===== src/rtl/rvc_pkg.sv =====
// Package: shared widths, instruction classes and steering controls
// for the compressed instruction expander.
// Assumes a 32-bit integer base; only integer compressed forms exist here.
package rvc_pkg;

    localparam int HALF_W = 16;
    localparam int WORD_W = 32;
    localparam int REG_W  = 5;
    localparam int OPC_W  = 7;
    localparam int F3_W   = 3;
    localparam int F7_W   = 7;

    // One value per recognised compressed instruction class
    typedef enum logic [4:0] {
        OP_ILL, OP_ADDI4SPN, OP_LW, OP_SW, OP_ADDI, OP_JAL, OP_LI,
        OP_ADDI16SP, OP_LUI, OP_SRLI, OP_SRAI, OP_ANDI, OP_SUB, OP_XOR,
        OP_OR, OP_AND, OP_J, OP_BEQZ, OP_BNEZ, OP_SLLI, OP_LWSP, OP_JR,
        OP_MV, OP_EBREAK, OP_JALR, OP_ADD, OP_SWSP
    } rvc_op_e;

    // Output word layout
    typedef enum logic [2:0] {
        FMT_NONE, FMT_R, FMT_SH, FMT_I, FMT_S, FMT_B, FMT_U, FMT_J
    } fmt_e;

    // Where a register number comes from
    typedef enum logic [2:0] {
        RS_ZERO, RS_ONE, RS_TWO, RS_FULL_HI, RS_FULL_LO, RS_CMP_HI, RS_CMP_LO
    } reg_src_e;

    // Which immediate shuffle applies
    typedef enum logic [3:0] {
        IM_NONE, IM_ONE, IM_CIW, IM_CL, IM_LWSP, IM_SWSP, IM_S6, IM_SHAMT,
        IM_SP16, IM_LUI, IM_CB, IM_CJ
    } imm_src_e;

    typedef struct packed {
        logic [OPC_W-1:0] opc;
        logic [F3_W-1:0]  f3;
        logic [F7_W-1:0]  f7;
        fmt_e             fmt;
        reg_src_e         rd;
        reg_src_e         rs1;
        reg_src_e         rs2;
        imm_src_e         imm;
    } ctrl_t;

    localparam logic [OPC_W-1:0] OPC_OPIMM  = 7'b0010011;
    localparam logic [OPC_W-1:0] OPC_LOAD   = 7'b0000011;
    localparam logic [OPC_W-1:0] OPC_STORE  = 7'b0100011;
    localparam logic [OPC_W-1:0] OPC_OP     = 7'b0110011;
    localparam logic [OPC_W-1:0] OPC_LUI    = 7'b0110111;
    localparam logic [OPC_W-1:0] OPC_BRANCH = 7'b1100011;
    localparam logic [OPC_W-1:0] OPC_JALR   = 7'b1100111;
    localparam logic [OPC_W-1:0] OPC_JAL    = 7'b1101111;
    localparam logic [OPC_W-1:0] OPC_SYSTEM = 7'b1110011;
    localparam logic [F7_W-1:0]  F7_ALT     = 7'b0100000;

    // Per-class steering controls
    function automatic ctrl_t op_ctrl(rvc_op_e op);
        ctrl_t c;
        c = '{opc: '0, f3: '0, f7: '0, fmt: FMT_NONE, rd: RS_ZERO,
              rs1: RS_ZERO, rs2: RS_ZERO, imm: IM_NONE};
        case (op)
            OP_ADDI4SPN: c = '{OPC_OPIMM, 3'b000, '0, FMT_I, RS_CMP_LO, RS_TWO, RS_ZERO, IM_CIW};
            OP_LW:       c = '{OPC_LOAD, 3'b010, '0, FMT_I, RS_CMP_LO, RS_CMP_HI, RS_ZERO, IM_CL};
            OP_SW:       c = '{OPC_STORE, 3'b010, '0, FMT_S, RS_ZERO, RS_CMP_HI, RS_CMP_LO, IM_CL};
            OP_ADDI:     c = '{OPC_OPIMM, 3'b000, '0, FMT_I, RS_FULL_HI, RS_FULL_HI, RS_ZERO, IM_S6};
            OP_JAL:      c = '{OPC_JAL, 3'b000, '0, FMT_J, RS_ONE, RS_ZERO, RS_ZERO, IM_CJ};
            OP_LI:       c = '{OPC_OPIMM, 3'b000, '0, FMT_I, RS_FULL_HI, RS_ZERO, RS_ZERO, IM_S6};
            OP_ADDI16SP: c = '{OPC_OPIMM, 3'b000, '0, FMT_I, RS_TWO, RS_TWO, RS_ZERO, IM_SP16};
            OP_LUI:      c = '{OPC_LUI, 3'b000, '0, FMT_U, RS_FULL_HI, RS_ZERO, RS_ZERO, IM_LUI};
            OP_SRLI:     c = '{OPC_OPIMM, 3'b101, '0, FMT_SH, RS_CMP_HI, RS_CMP_HI, RS_ZERO, IM_SHAMT};
            OP_SRAI:     c = '{OPC_OPIMM, 3'b101, F7_ALT, FMT_SH, RS_CMP_HI, RS_CMP_HI, RS_ZERO, IM_SHAMT};
            OP_ANDI:     c = '{OPC_OPIMM, 3'b111, '0, FMT_I, RS_CMP_HI, RS_CMP_HI, RS_ZERO, IM_S6};
            OP_SUB:      c = '{OPC_OP, 3'b000, F7_ALT, FMT_R, RS_CMP_HI, RS_CMP_HI, RS_CMP_LO, IM_NONE};
            OP_XOR:      c = '{OPC_OP, 3'b100, '0, FMT_R, RS_CMP_HI, RS_CMP_HI, RS_CMP_LO, IM_NONE};
            OP_OR:       c = '{OPC_OP, 3'b110, '0, FMT_R, RS_CMP_HI, RS_CMP_HI, RS_CMP_LO, IM_NONE};
            OP_AND:      c = '{OPC_OP, 3'b111, '0, FMT_R, RS_CMP_HI, RS_CMP_HI, RS_CMP_LO, IM_NONE};
            OP_J:        c = '{OPC_JAL, 3'b000, '0, FMT_J, RS_ZERO, RS_ZERO, RS_ZERO, IM_CJ};
            OP_BEQZ:     c = '{OPC_BRANCH, 3'b000, '0, FMT_B, RS_ZERO, RS_CMP_HI, RS_ZERO, IM_CB};
            OP_BNEZ:     c = '{OPC_BRANCH, 3'b001, '0, FMT_B, RS_ZERO, RS_CMP_HI, RS_ZERO, IM_CB};
            OP_SLLI:     c = '{OPC_OPIMM, 3'b001, '0, FMT_SH, RS_FULL_HI, RS_FULL_HI, RS_ZERO, IM_SHAMT};
            OP_LWSP:     c = '{OPC_LOAD, 3'b010, '0, FMT_I, RS_FULL_HI, RS_TWO, RS_ZERO, IM_LWSP};
            OP_JR:       c = '{OPC_JALR, 3'b000, '0, FMT_I, RS_ZERO, RS_FULL_HI, RS_ZERO, IM_NONE};
            OP_MV:       c = '{OPC_OP, 3'b000, '0, FMT_R, RS_FULL_HI, RS_ZERO, RS_FULL_LO, IM_NONE};
            OP_EBREAK:   c = '{OPC_SYSTEM, 3'b000, '0, FMT_I, RS_ZERO, RS_ZERO, RS_ZERO, IM_ONE};
            OP_JALR:     c = '{OPC_JALR, 3'b000, '0, FMT_I, RS_ONE, RS_FULL_HI, RS_ZERO, IM_NONE};
            OP_ADD:      c = '{OPC_OP, 3'b000, '0, FMT_R, RS_FULL_HI, RS_FULL_HI, RS_FULL_LO, IM_NONE};
            OP_SWSP:     c = '{OPC_STORE, 3'b010, '0, FMT_S, RS_ZERO, RS_TWO, RS_FULL_LO, IM_SWSP};
            default:     c = c;
        endcase
        return c;
    endfunction

    // Register number from a source selector and the operand bits [11:2]
    function automatic logic [REG_W-1:0] pick_reg(reg_src_e s, logic [11:2] f);
        case (s)
            RS_ONE:     return 5'd1;
            RS_TWO:     return 5'd2;
            RS_FULL_HI: return f[11:7];
            RS_FULL_LO: return f[6:2];
            RS_CMP_HI:  return {2'b01, f[9:7]};
            RS_CMP_LO:  return {2'b01, f[4:2]};
            default:    return 5'd0;
        endcase
    endfunction

endpackage


===== src/rtl/rvc_decode.sv =====
// Module: rvc_decode
// Classifies a compressed halfword by don't-care match patterns and
// rejects reserved operand combinations. Returns OP_ILL for no match.
// Assumes nothing about the halfword; quadrant 11 never matches.
module rvc_decode
    import rvc_pkg::*;
(
    input  logic [HALF_W-1:0] instr_i,
    output rvc_op_e           op_o
);

    logic nz_ci;      // bit 12 or any of bits 6:2 set
    logic rd_zero;
    logic rs2_zero;

    // Operand-zero detectors used by the reserved-case rules
    always_comb begin
        nz_ci    = instr_i[12] | (|instr_i[6:2]);
        rd_zero  = (instr_i[11:7] == '0);
        rs2_zero = (instr_i[6:2] == '0);
    end

    // Pattern match with legality refinement
    always_comb begin
        op_o = OP_ILL;
        casez (instr_i)
            16'b000?_????_????_??00: op_o = (instr_i[12:5] != '0) ? OP_ADDI4SPN : OP_ILL;
            16'b010?_????_????_??00: op_o = OP_LW;
            16'b110?_????_????_??00: op_o = OP_SW;
            16'b000?_????_????_??01: op_o = OP_ADDI;
            16'b001?_????_????_??01: op_o = OP_JAL;
            16'b010?_????_????_??01: op_o = OP_LI;
            16'b011?_????_????_??01: begin
                if (instr_i[11:7] == 5'd2)
                    op_o = nz_ci ? OP_ADDI16SP : OP_ILL;
                else
                    op_o = (!rd_zero && nz_ci) ? OP_LUI : OP_ILL;
            end
            16'b1000_00??_????_??01: op_o = OP_SRLI;
            16'b1000_01??_????_??01: op_o = OP_SRAI;
            16'b100?_10??_????_??01: op_o = OP_ANDI;
            16'b1000_11??_?00?_??01: op_o = OP_SUB;
            16'b1000_11??_?01?_??01: op_o = OP_XOR;
            16'b1000_11??_?10?_??01: op_o = OP_OR;
            16'b1000_11??_?11?_??01: op_o = OP_AND;
            16'b101?_????_????_??01: op_o = OP_J;
            16'b110?_????_????_??01: op_o = OP_BEQZ;
            16'b111?_????_????_??01: op_o = OP_BNEZ;
            16'b0000_????_????_??10: op_o = OP_SLLI;
            16'b010?_????_????_??10: op_o = OP_LWSP;
            16'b1000_????_????_??10: begin
                if (rs2_zero) op_o = rd_zero ? OP_ILL : OP_JR;
                else          op_o = OP_MV;
            end
            16'b1001_????_????_??10: begin
                if (rs2_zero) op_o = rd_zero ? OP_EBREAK : OP_JALR;
                else          op_o = OP_ADD;
            end
            16'b110?_????_????_??10: op_o = OP_SWSP;
            default:                 op_o = OP_ILL;
        endcase
    end

endmodule


===== src/rtl/rvc_imm.sv =====
// Module: rvc_imm
// Reassembles the scattered immediate bits of a compressed halfword into
// a 32-bit value (sign- or zero-extended as the layout demands).
// Assumes the caller selects the layout from the decoded class.
module rvc_imm
    import rvc_pkg::*;
(
    input  logic [12:2]       body_i,
    input  imm_src_e          sel_i,
    output logic [WORD_W-1:0] imm_o
);

    logic s;   // sign bit of every signed compressed immediate

    // Layout selection and bit reshuffle
    always_comb begin
        s = body_i[12];
        case (sel_i)
            IM_ONE:   imm_o = 32'd1;
            IM_CIW:   imm_o = {22'b0, body_i[10:7], body_i[12:11], body_i[5], body_i[6], 2'b00};
            IM_CL:    imm_o = {25'b0, body_i[5], body_i[12:10], body_i[6], 2'b00};
            IM_LWSP:  imm_o = {24'b0, body_i[3:2], body_i[12], body_i[6:4], 2'b00};
            IM_SWSP:  imm_o = {24'b0, body_i[8:7], body_i[12:9], 2'b00};
            IM_S6:    imm_o = {{26{s}}, s, body_i[6:2]};
            IM_SHAMT: imm_o = {27'b0, body_i[6:2]};
            IM_SP16:  imm_o = {{22{s}}, s, body_i[4:3], body_i[5], body_i[2], body_i[6], 4'b0000};
            IM_LUI:   imm_o = {{14{s}}, s, body_i[6:2], 12'b0};
            IM_CB:    imm_o = {{23{s}}, s, body_i[6:5], body_i[2], body_i[11:10], body_i[4:3], 1'b0};
            IM_CJ:    imm_o = {{20{s}}, s, body_i[8], body_i[10:9], body_i[6], body_i[7],
                               body_i[2], body_i[11], body_i[5:3], 1'b0};
            default:  imm_o = '0;
        endcase
    end

endmodule


===== src/rtl/rvc_assemble.sv =====
// Module: rvc_assemble
// Places opcode, function fields, register numbers and immediate into the
// 32-bit word according to the output format. FMT_NONE yields zero.
// Assumes the immediate is already extended to 32 bits.
module rvc_assemble
    import rvc_pkg::*;
(
    input  ctrl_t             ctrl_i,
    input  logic [11:2]       regs_i,
    input  logic [WORD_W-1:0] imm_i,
    output logic [WORD_W-1:0] word_o
);

    logic [REG_W-1:0] rd, rs1, rs2;

    // Register field steering
    always_comb begin
        rd  = pick_reg(ctrl_i.rd,  regs_i);
        rs1 = pick_reg(ctrl_i.rs1, regs_i);
        rs2 = pick_reg(ctrl_i.rs2, regs_i);
    end

    // Word layout per format
    always_comb begin
        case (ctrl_i.fmt)
            FMT_R:  word_o = {ctrl_i.f7, rs2, rs1, ctrl_i.f3, rd, ctrl_i.opc};
            FMT_SH: word_o = {ctrl_i.f7, imm_i[4:0], rs1, ctrl_i.f3, rd, ctrl_i.opc};
            FMT_I:  word_o = {imm_i[11:0], rs1, ctrl_i.f3, rd, ctrl_i.opc};
            FMT_S:  word_o = {imm_i[11:5], rs2, rs1, ctrl_i.f3, imm_i[4:0], ctrl_i.opc};
            FMT_B:  word_o = {imm_i[12], imm_i[10:5], rs2, rs1, ctrl_i.f3,
                              imm_i[4:1], imm_i[11], ctrl_i.opc};
            FMT_U:  word_o = {imm_i[31:12], rd, ctrl_i.opc};
            FMT_J:  word_o = {imm_i[20], imm_i[10:1], imm_i[11], imm_i[19:12], rd, ctrl_i.opc};
            default: word_o = '0;
        endcase
    end

endmodule


===== src/rtl/rvc_expander.sv =====
// Module: rvc_expander (top)
// Expands a 16-bit integer compressed instruction into its 32-bit form and
// flags illegal halfwords; the word is zero whenever the flag is high.
// Purely combinational; no clock or reset is needed.
module rvc_expander
    import rvc_pkg::*;
(
    input  logic [15:0] instr_i,
    output logic [31:0] word_o,
    output logic        illegal_o
);

    rvc_op_e           op;
    ctrl_t             ctrl;
    logic [WORD_W-1:0] imm;

    rvc_decode i_decode (
        .instr_i (instr_i),
        .op_o    (op)
    );

    // Class to steering controls
    always_comb ctrl = op_ctrl(op);

    rvc_imm i_imm (
        .body_i (instr_i[12:2]),
        .sel_i  (ctrl.imm),
        .imm_o  (imm)
    );

    rvc_assemble i_assemble (
        .ctrl_i (ctrl),
        .regs_i (instr_i[11:2]),
        .imm_i  (imm),
        .word_o (word_o)
    );

    // Illegal flag from the class
    always_comb illegal_o = (op == OP_ILL);

    // Output-level properties across decoder and assembler
    always_comb begin
        if (!illegal_o)
            assert_low_bits_R1: assert (word_o[1:0] == 2'b11);
        if (illegal_o)
            assert_zero_word_R1: assert (word_o == '0);
        if (instr_i[1:0] == 2'b11)
            assert_quad3_R1: assert (illegal_o);
        if (!illegal_o && word_o[6:0] == OPC_JALR)
            assert_jump_base_R3: assert (word_o[19:15] != '0);
        if (!illegal_o && word_o == 32'h0010_0073)
            assert_break_R4: assert (instr_i == 16'h9002);
        if (!illegal_o && word_o[6:0] == OPC_LUI)
            assert_upper_R6: assert (word_o[31:12] != '0 && word_o[11:7] != 5'd0
                                     && word_o[11:7] != 5'd2);
        if (!illegal_o && word_o[6:0] == OPC_OPIMM && word_o[13:12] == 2'b01)
            assert_shamt_R7: assert (word_o[25] == 1'b0);
        if (!illegal_o && (word_o[6:0] == OPC_LOAD || word_o[6:0] == OPC_STORE))
            assert_word_access_R10: assert (word_o[14:12] == 3'b010);
    end

endmodule


===== config.mk =====
export PLATFORM = sky130hd
export DESIGN_NAME = rvc_expander
export DESIGN_NICKNAME = d
export VERILOG_FILES = /design/src/rtl/rvc_pkg.sv /design/src/rtl/rvc_decode.sv /design/src/rtl/rvc_imm.sv /design/src/rtl/rvc_assemble.sv /design/src/rtl/rvc_expander.sv
export SDC_FILE = /design/constraint.sdc
export NUM_CORES = 1
export LEC_CHECK = 0
export BUFFER_PORTS_ARGS = -buffer_cell sky130_fd_sc_hd__buf_2
export CAP_MARGIN = 0
export CORE_MARGIN = 4
export CORE_UTILIZATION = 38
export DETAILED_ROUTE_END_ITERATION = 8
export GPL_ROUTABILITY_DRIVEN = 0
export PLACE_DENSITY = 0.57
export SLEW_MARGIN = 30
export SYNTH_ARGS = -nofsm -noshare
export SYNTH_HDL_FRONTEND = slang
export SYNTH_SLANG_ARGS = --single-unit

===== constraint.sdc =====
create_clock -name vclk -period 5.32
set_clock_uncertainty 0.1 [all_clocks]
set_input_delay 0.266 -clock vclk [all_inputs]
set_output_delay 0.266 -clock vclk [all_outputs]
set_load 0.02 [all_outputs]

# Yosys cells after proc, flatten, opt, wreduce, memory -nomap -nowiden

Memory sizes are Yosys's and may differ from the RTL's.
Cells that the tools add are included.

Memories: 1
Register bits after elaboration: 0
Output and inout port bits: 33
Bits of input ports: 16
Memory bits (read-only): 832

Multiplexer cells: 14
Reductions and logical operators: 8
Bitwise logic cells: 1
Equal/unequal tests: 58

Memories:

| memory          | words | width | rd ports | clocked after memory_dff | write ports | RTL line      | source |
|---|---|---|---|---|---|---|---|
| (no name shown) | 32    | 26    | 1        | 0                        | 0           | rvc_pkg.sv:64 | `case (op)` |

Operator list:

| operator             | number |
|---|---|
| $pmux 32 s11         | 1 |
| $pmux 32 s7          | 1 |
| $pmux 5 s22          | 1 |
| $pmux 5 s6           | 3 |
| $eq 10x10->1 const B | 4 |
| $eq 3x3->1 const B   | 13 |
| $eq 5x5->1 const B   | 5 |
| $eq 3x2->1 const B   | 8 |
| $eq 5x4->1 const B   | 4 |
| $logic_not 5->1      | 4 |
| $mux 5               | 4 |
| $eq 4x3->1 const B   | 4 |
| $eq 4x4->1 const B   | 4 |
| $eq 8x8->1 const B   | 2 |
| $eq 3x1->1 const B   | 4 |
| $eq 6x6->1 const B   | 2 |
| $eq 4x2->1 const B   | 2 |
| $mux 4               | 2 |
| $reduce_bool 8->1    | 1 |
| $eq 7x7->1 const B   | 1 |
| $eq 6x2->1 const B   | 1 |
| $eq 5x1->1 const B   | 1 |
| $eq 5x2->1 const B   | 1 |
| $eq 5x3->1 const B   | 1 |
| other kinds (7)      | 7 |

# Depth between registers and ports, before layout

Gate-level depths: netlist of run 1.
An unclocked memory read counts as a cell.

Word-level depth: 10
Gate-level depth with buffers: 17
Mapped depth without buffers: 15

# Modules after synthesis

Synthesis of run 1 repeated with hierarchy kept, for this count alone.

Cell total of the unflattened synthesis: 477
Area total of the unflattened synthesis: 3078.0 µm²

Modules (own cells, without submodules):

| module       | area an instance (µm²) | instances | cells an instance |
|---|---|---|---|
| rvc_expander | 979.7                  | 1         | 141 |
| rvc_assemble | 970.9                  | 1         | 158 |
| rvc_imm      | 681.9                  | 1         | 106 |
| rvc_decode   | 445.4                  | 1         | 72 |

# Least setup slack after synthesis of run 1

Ideal clock, no wire load.

Path kind: input -> output
Start point: in instr_i[11]
End point: out word_o[28]
Arrival time: 4320 ps
Slack: 634 ps
Stages on the path: 14
Data required time: 4954 ps
Path through: clkbuf_1 > or4_4 > nor2_2 > or4b_4 > and2_1 > and2_1 > inv_1 > ha_1 > nand2_1 > a2111oi_1 > a211oi_2 > nor2_1 > o221ai_2 > o311ai_0

Longest elaborated chain between the ends: 10
Elaborated cells between the ends (all ways): 41
Classes of those cells: eq/ne (26); mux (10); reduce/logical (4); memory (1)

Ends and longest elaborated chain:

| element                            | RTL line           | source |
|---|---|---|
| start, declared                    | rvc_expander.sv:8  | `input logic [15:0] instr_i,` |
| $logic_not 5->1                    | rvc_decode.sv:19   | `rd_zero = (instr_i[11:7] == '0);` |
| $logic_not 1->1                    | rvc_decode.sv:37   | `op_o = (!rd_zero && nz_ci) ? OP_LUI : OP_ILL;` |
| $logic_and 1x1->1                  | rvc_decode.sv:37   |  |
| $mux 4                             | rvc_decode.sv:37   |  |
| $mux 5                             | rvc_decode.sv:34   | `if (instr_i[11:7] == 5'd2)` |
| $pmux 5 s22 (*)                    | rvc_decode.sv:26   | `casez (instr_i)` |
| $mem_v2 32x26 (*)                  | --                 |  |
| $eq 4x4->1 (tied with other cells) | rvc_imm.sv:18      | `case (sel_i)` |
| $pmux 32 s11                       | rvc_imm.sv:18      |  |
| $pmux 32 s7 (*)                    | rvc_assemble.sv:25 | `case (ctrl_i.fmt)` |
| end, declared                      | rvc_expander.sv:9  | `output logic [31:0] word_o,` |

Mark *: on every way between the ends. The rest lies on a longest branch, timed or not.

# Worst setup path after layout of run 1

Start point: in instr_i[7]
End point: out word_o[23]

Longest elaborated chain between the ends: 10
Elaborated cells between the ends (all ways): 41
Classes of those cells: eq/ne (25); mux (11); reduce/logical (4); memory (1)

Ends and longest elaborated chain:

| element                                           | RTL line |
|---|---|
| $logic_not 5->1                                   | rvc_decode.sv:19 |
| $logic_not 1->1                                   | rvc_decode.sv:37 |
| $logic_and 1x1->1                                 | rvc_decode.sv:37 |
| $mux 4                                            | rvc_decode.sv:37 |
| $mux 5                                            | rvc_decode.sv:34 |
| $pmux 5 s22 (*)                                   | rvc_decode.sv:26 |
| $mem_v2 32x26 (*)                                 | -- |
| $eq 4x4->1 (tied with other cells)                | rvc_imm.sv:18 |
| $pmux 32 s11 / $pmux 5 s6 (equally long branches) | rvc_imm.sv:18, rvc_pkg.sv:98 |
| $pmux 32 s7 (*)                                   | rvc_assemble.sv:25 |

Marked as above.

==> out/metrics.yaml, run 1 <==
wl_met1_mm: 4.78
fin_ws_ps: 285
synth_top_area_cell: "nand2_1"
place_ws_ps: 267
wl_met3_um: 979
fin_crit_ps: 5030
synth_nets: 436
grt_first_pass_wirelength_mm: 17.9
multi_input_area_mm2: 0.00260
die_area_mm2: 0.00892
seq_area_frac_synth_pct: 0
grt_max_degree: 22
first_global_vias: 3356
finalCritPeriodShare_pct: 94.6
final_area_mm2: 0.00320
dr.first_iter.drc_count: 442
syn_area_per_cell_um2: 6.87
synth_top_area_share_pct: 5.69
dp_cells: 548
netlist_top_cells_count: "nand2_1 (43), o21ai_0 (29), nor2_1 (28), a21oi_1 (20), inv_1 (17)"
pin_count: 49
post-dp-hpwl_mm: 8.77
routed.top_layer: "met4"
ant_nets: 0
nets: 474
hold_viol_final: 0
netlist_area_mm2: 0.00284
route.met2.wl_mm: 5.08
worstHoldPathType: "in -> out"
via_per_inst: 6.93
drive_gt1_share_pct: 24.9
seq_cell_count: 0
drt_wl_total_mm: 11.2
post_drt_wl_per_cell_um: 20.5
regArea_um2: 0
end_kind: "output port"
cp-start-kind: "primary input"
hold_depth: 4
fmax_ghz: 0.199
finalMaxSlewViolations: 0
path_class: "in -> out"
yosys_warnings: 0
num_antenna_cells: 0
drt_pass1_iterations: 6
areaGrowthSynthToFinish_pct: 12.6
cp.arrival_ps: 4670
grt_setup_unrepaired: "no"
drv_cap: 0
finalSetupViolCount: 0
finalSetupTns_ps: 0
worstMarginPinSlew_ps: 699
leakagePower_nw: 1.30
cp.required_ps: 4950
drc: 0
cts_hold_buf: 0
n_clock_buffer: 0
gr-total-overflow: 0
fin_cells: 548
post-cts-setup-buffers: 0
worst-path-max-fanout: 9
fp.dieW_um: 94.4
yosysMostFrequentCell: "nand2_1"
syn-instance-count: 413
coreArea_mm2: 0.00725
max-vdd-ir-drop_v: 0.0000731
status: "finished clean"
place_area_mm2: 0.00319
synthTopCellsByArea: "nand2_1 (5.7%), o21ai_0 (5.1%), nor2_1 (3.7%)"
dieHeight_um: 94.4
portBuffers: 49
start_util_pct: 39.1
antenna_found_initial: 0
fillers: 756
track_usage_pct: 24.4
power_density_mw_per_mm2: 184
synth_cell_type_count: 89
via_count: 3796
slew_headroom_pct: 53.4
fp-row-count: 31
[through the flow]
step | utilization, % | hold slack (ps) | total power [mW]
after floorplan | - | 610 | 0.414
after global placement | 43.9 | 873 | 0.568
after detailed placement | 43.9 | 880 | 0.568
after CTS | 43.9 | 881 | 0.571
after global routing | 44.1 | 905 | 0.627
final | 44.1 | 883 | 0.587
[layout make-up]
type               instances  area share (%)
multi-input cells        361            81.4
repair buffers            70            12.6
inverters                 18            2.11
well taps                 99            3.87
[layout by cell type (no fill, tap or decap), types with 7 or more instances in the layout]
cell type  instances
buf_4             21
ha_1               7
o211ai_1           8
o22ai_1            9
a21oi_1           20
inv_1             17
nand3_1           14
nor2_1            28
o32ai_1            8
o21ai_0           29
nor3_1            16
buf_2             49
nor2b_1            7
a211oi_1           7
nand2_1           43
[kinds of logic (layout without fill, tap and decap cells)]
kind of cell | Yosys count | count (layout) | synth area share (%)
xor+xnor | 4 | 4 | 1.23
buf+inv | 52 | 88 | 8.68
fa+ha+maj | 8 | 8 | 3.44
compound gates | 182 | 182 | 52.0
mux | 6 | 6 | 2.60
simple gates | 161 | 161 | 32.1
[report_power, final]
| part | switching, mW | internal, mW |
|---|---|---|
| combinational | 0.386 | 0.201 |
| clock | 0 | 0 |
| sequential | 0 | 0 |
| total | 0.386 | 0.201 |
[critical path, cell delays in order]
cell and delay [ps]:
buf_2 150, or4_4 580, nor2_2 120, or4b_4 490, and2_1 190, and2_1 250, inv_1 170, ha_1 230
inv_1 100, nor4_2 420, o21ai_0 220, o21a_1 270, nand2_1 240, a211oi_1 130, a2111oi_2 460, o211ai_1 180
buf_2 190
[per-layer routing]
layer  global-route usage (%)  up-vias
met5                        0        -
met1                     34.5     1761
met4                     6.62        0
li1                         -     1732
met2                     40.2      269
met3                     1.12       34
[final timing paths]
kind | start | end | slack [ps]
setup / recovery | instr_i[7] | word_o[23] | 290
hold / removal | instr_i[3] | word_o[8] | 880
[what timing repair did]
item / 4_1_cts / 5_1_grt
resized for setup: 0 / 2
setup endpoints to repair: 0 / 7
endpoints found under the hold margin: 0 / 0
No activity file was read; power rests on OpenSTA's default activity.
==> inputs of run 2 (changes only) <==
==> constraint.sdc (replaced) <==
create_clock -name vclk -period 5.32
set_clock_uncertainty 0.1 [all_clocks]
set_input_delay 0.798 -clock vclk [all_inputs]
set_output_delay 0.798 -clock vclk [all_outputs]
set_load 0.02 [all_outputs]
==> run 2 against run 1 <==
  * Design area grew 56%
  * The run now ends with negative setup slack left
  * Critical endpoint is now word_o[12]
  * Combinational power increased by 62%
  * Worst hold slack better by 1200 ps
  * Die area stayed put
  * Largest power group unchanged
  * Count of clock-buffer cells in the layout stayed put
  * Critical path depth up 2
==> out/metrics.yaml, run 2 (synthesis results as in run 1) <==
status: "finished, violations left"
violations: "negative setup slack"
grt_setup_unrepaired: "yes"
via_count: 4489  # +18%
finalSetupTns_ps: -850  # -850 ps
antenna_found_initial: 0  # unchanged
first_global_vias: 3898  # +16%
slew_headroom_pct: 61.9  # +8.5 points
areaGrowthSynthToFinish_pct: 76.2
grt_first_pass_wirelength_mm: 20.5  # +15%
fin_crit_ps: 5430  # +390 ps
post_drt_wl_per_cell_um: 21.1  # +2.9%
num_antenna_cells: 0  # unchanged
final_area_mm2: 0.00500  # +56%
worst-path-max-fanout: 6  # -3
fmax_ghz: 0.184  # -7.2%
pin_count: 49  # unchanged
hold_viol_final: 0  # unchanged
regArea_um2: 0  # unchanged
cp-start-kind: "primary input"
dieHeight_um: 94.4  # unchanged
finalSetupViolCount: 13  # +13
power_density_mw_per_mm2: 190  # +3.7%
drt_pass1_iterations: 6  # unchanged
final_util_pct: 68.9  # +25 points
track_usage_pct: 28.4  # +4.0 points
fin_ws_ps: -105  # -390 ps
finalCritPeriodShare_pct: 102  # +7.3 points
end_kind: "output port"
cp.arrival_ps: 4530  # -140 ps
final_common_cell: "buf_4"
most-common-layout-cells: "buf_4 (150), nand2_1 (37), buf_6 (30)"
path_class: "in -> out"
max-vdd-ir-drop_v: 0.0000901  # +23%
grt_max_degree: 27  # +23%
ant_nets: 0  # unchanged
place_ws_ps: -260  # -528 ps
die_area_mm2: 0.00892  # unchanged
cts_hold_buf: 0  # unchanged
drive_gt1_share_pct: 57.4  # +32 points
drc: 0  # unchanged
n_clock_buffer: 0  # unchanged
seq_cell_count: 0  # unchanged
leakagePower_nw: 2.09  # +62%
dr.first_iter.drc_count: 533  # +21%
cp.required_ps: 4420  # -530 ps
fp.dieW_um: 94.4  # unchanged
place_area_mm2: 0.00408  # +28%
via_per_inst: 6.56  # -5.3%
nets: 610  # +29%
coreArea_mm2: 0.00725  # unchanged
post-dp-hpwl_mm: 10.2  # +17%
gr-total-overflow: 0  # unchanged
finalMaxSlewViolations: 0  # unchanged
fp-row-count: 31  # unchanged
drt_wl_total_mm: 14.4  # +28%
portBuffers: 49  # unchanged
worstHoldPathType: "in -> out"
drv_cap: 0  # unchanged
worstMarginPinSlew_ps: 563  # -136 ps
start_util_pct: 39.1  # unchanged
## run 2: changes by cell type in the layout (fill, tap and decap cells not counted), sizes merged
cell,previous run,this run
buf,70,206
## run 2: metal layers
layer	wire length [um]	vias up	global-route usage, %
met3	1350	74	4.06
met2	6760	338	46.5
met1	5550	2071	37.8
li1	-	2006	-
met4	760	0	10.3
met5	0	-	0
## run 2: what timing repair did
action,in CTS,in global routing
setup buffers,3,22
setup endpoints to repair,25,25
hold endpoints to repair,0,0
resized for setup,35,147
pin swaps,13,33
## run 2: worst paths after layout
| path | start | to | depth (start not counted) | slack, ps |
|---|---|---|---|---|
| min | instr_i[2] | word_o[15] | 4 | 2050 |
| max | instr_i[7] | word_o[12] | 19 | -110 |
## run 2: stage by stage
| step | cells | hold WS [ps] | power [mW] |
|---|---|---|---|
| 2_1_floorplan | 413 | 1670 | 0.423 |
| 3_3_place_gp | 660 | 2050 | 0.713 |
| 3_5_place_dp | 660 | 2060 | 0.723 |
| 4_1_cts | 663 | 2060 | 0.754 |
| 5_1_grt | 684 | 2040 | 0.994 |
| 6_report | 684 | 2050 | 0.952 |
## run 2: area by class of cell
class / count / area [um^2]
well taps: 99 / 124
repair buffers: 206 / 1640
multi-input cells: 361 / 3170
fillers: 609 / 2250
inverters: 18 / 67.6
## run 2: power breakdown
part	total, mW	switching [mW]	internal (mW)
clock	0	0	0
combinational	0.952	0.520	0.432
sequential	0	0	0
total	0.952	0.520	0.432
## run 2: worst max-delay path, stage by stage
cell       delay [ps]
buf_6              90
or4_4             550
nor2_4             90
or4b_4            480
and2_4            160
and2_4            170
ha_4              160
a2111o_1          330
a21oi_2           170
o211ai_2          110
buf_4             170
o2111ai_4          90
buf_6             190
nor2_4             60
a22oi_2           230
buf_6             180
o32ai_2            80
a22o_1            250
buf_6             140
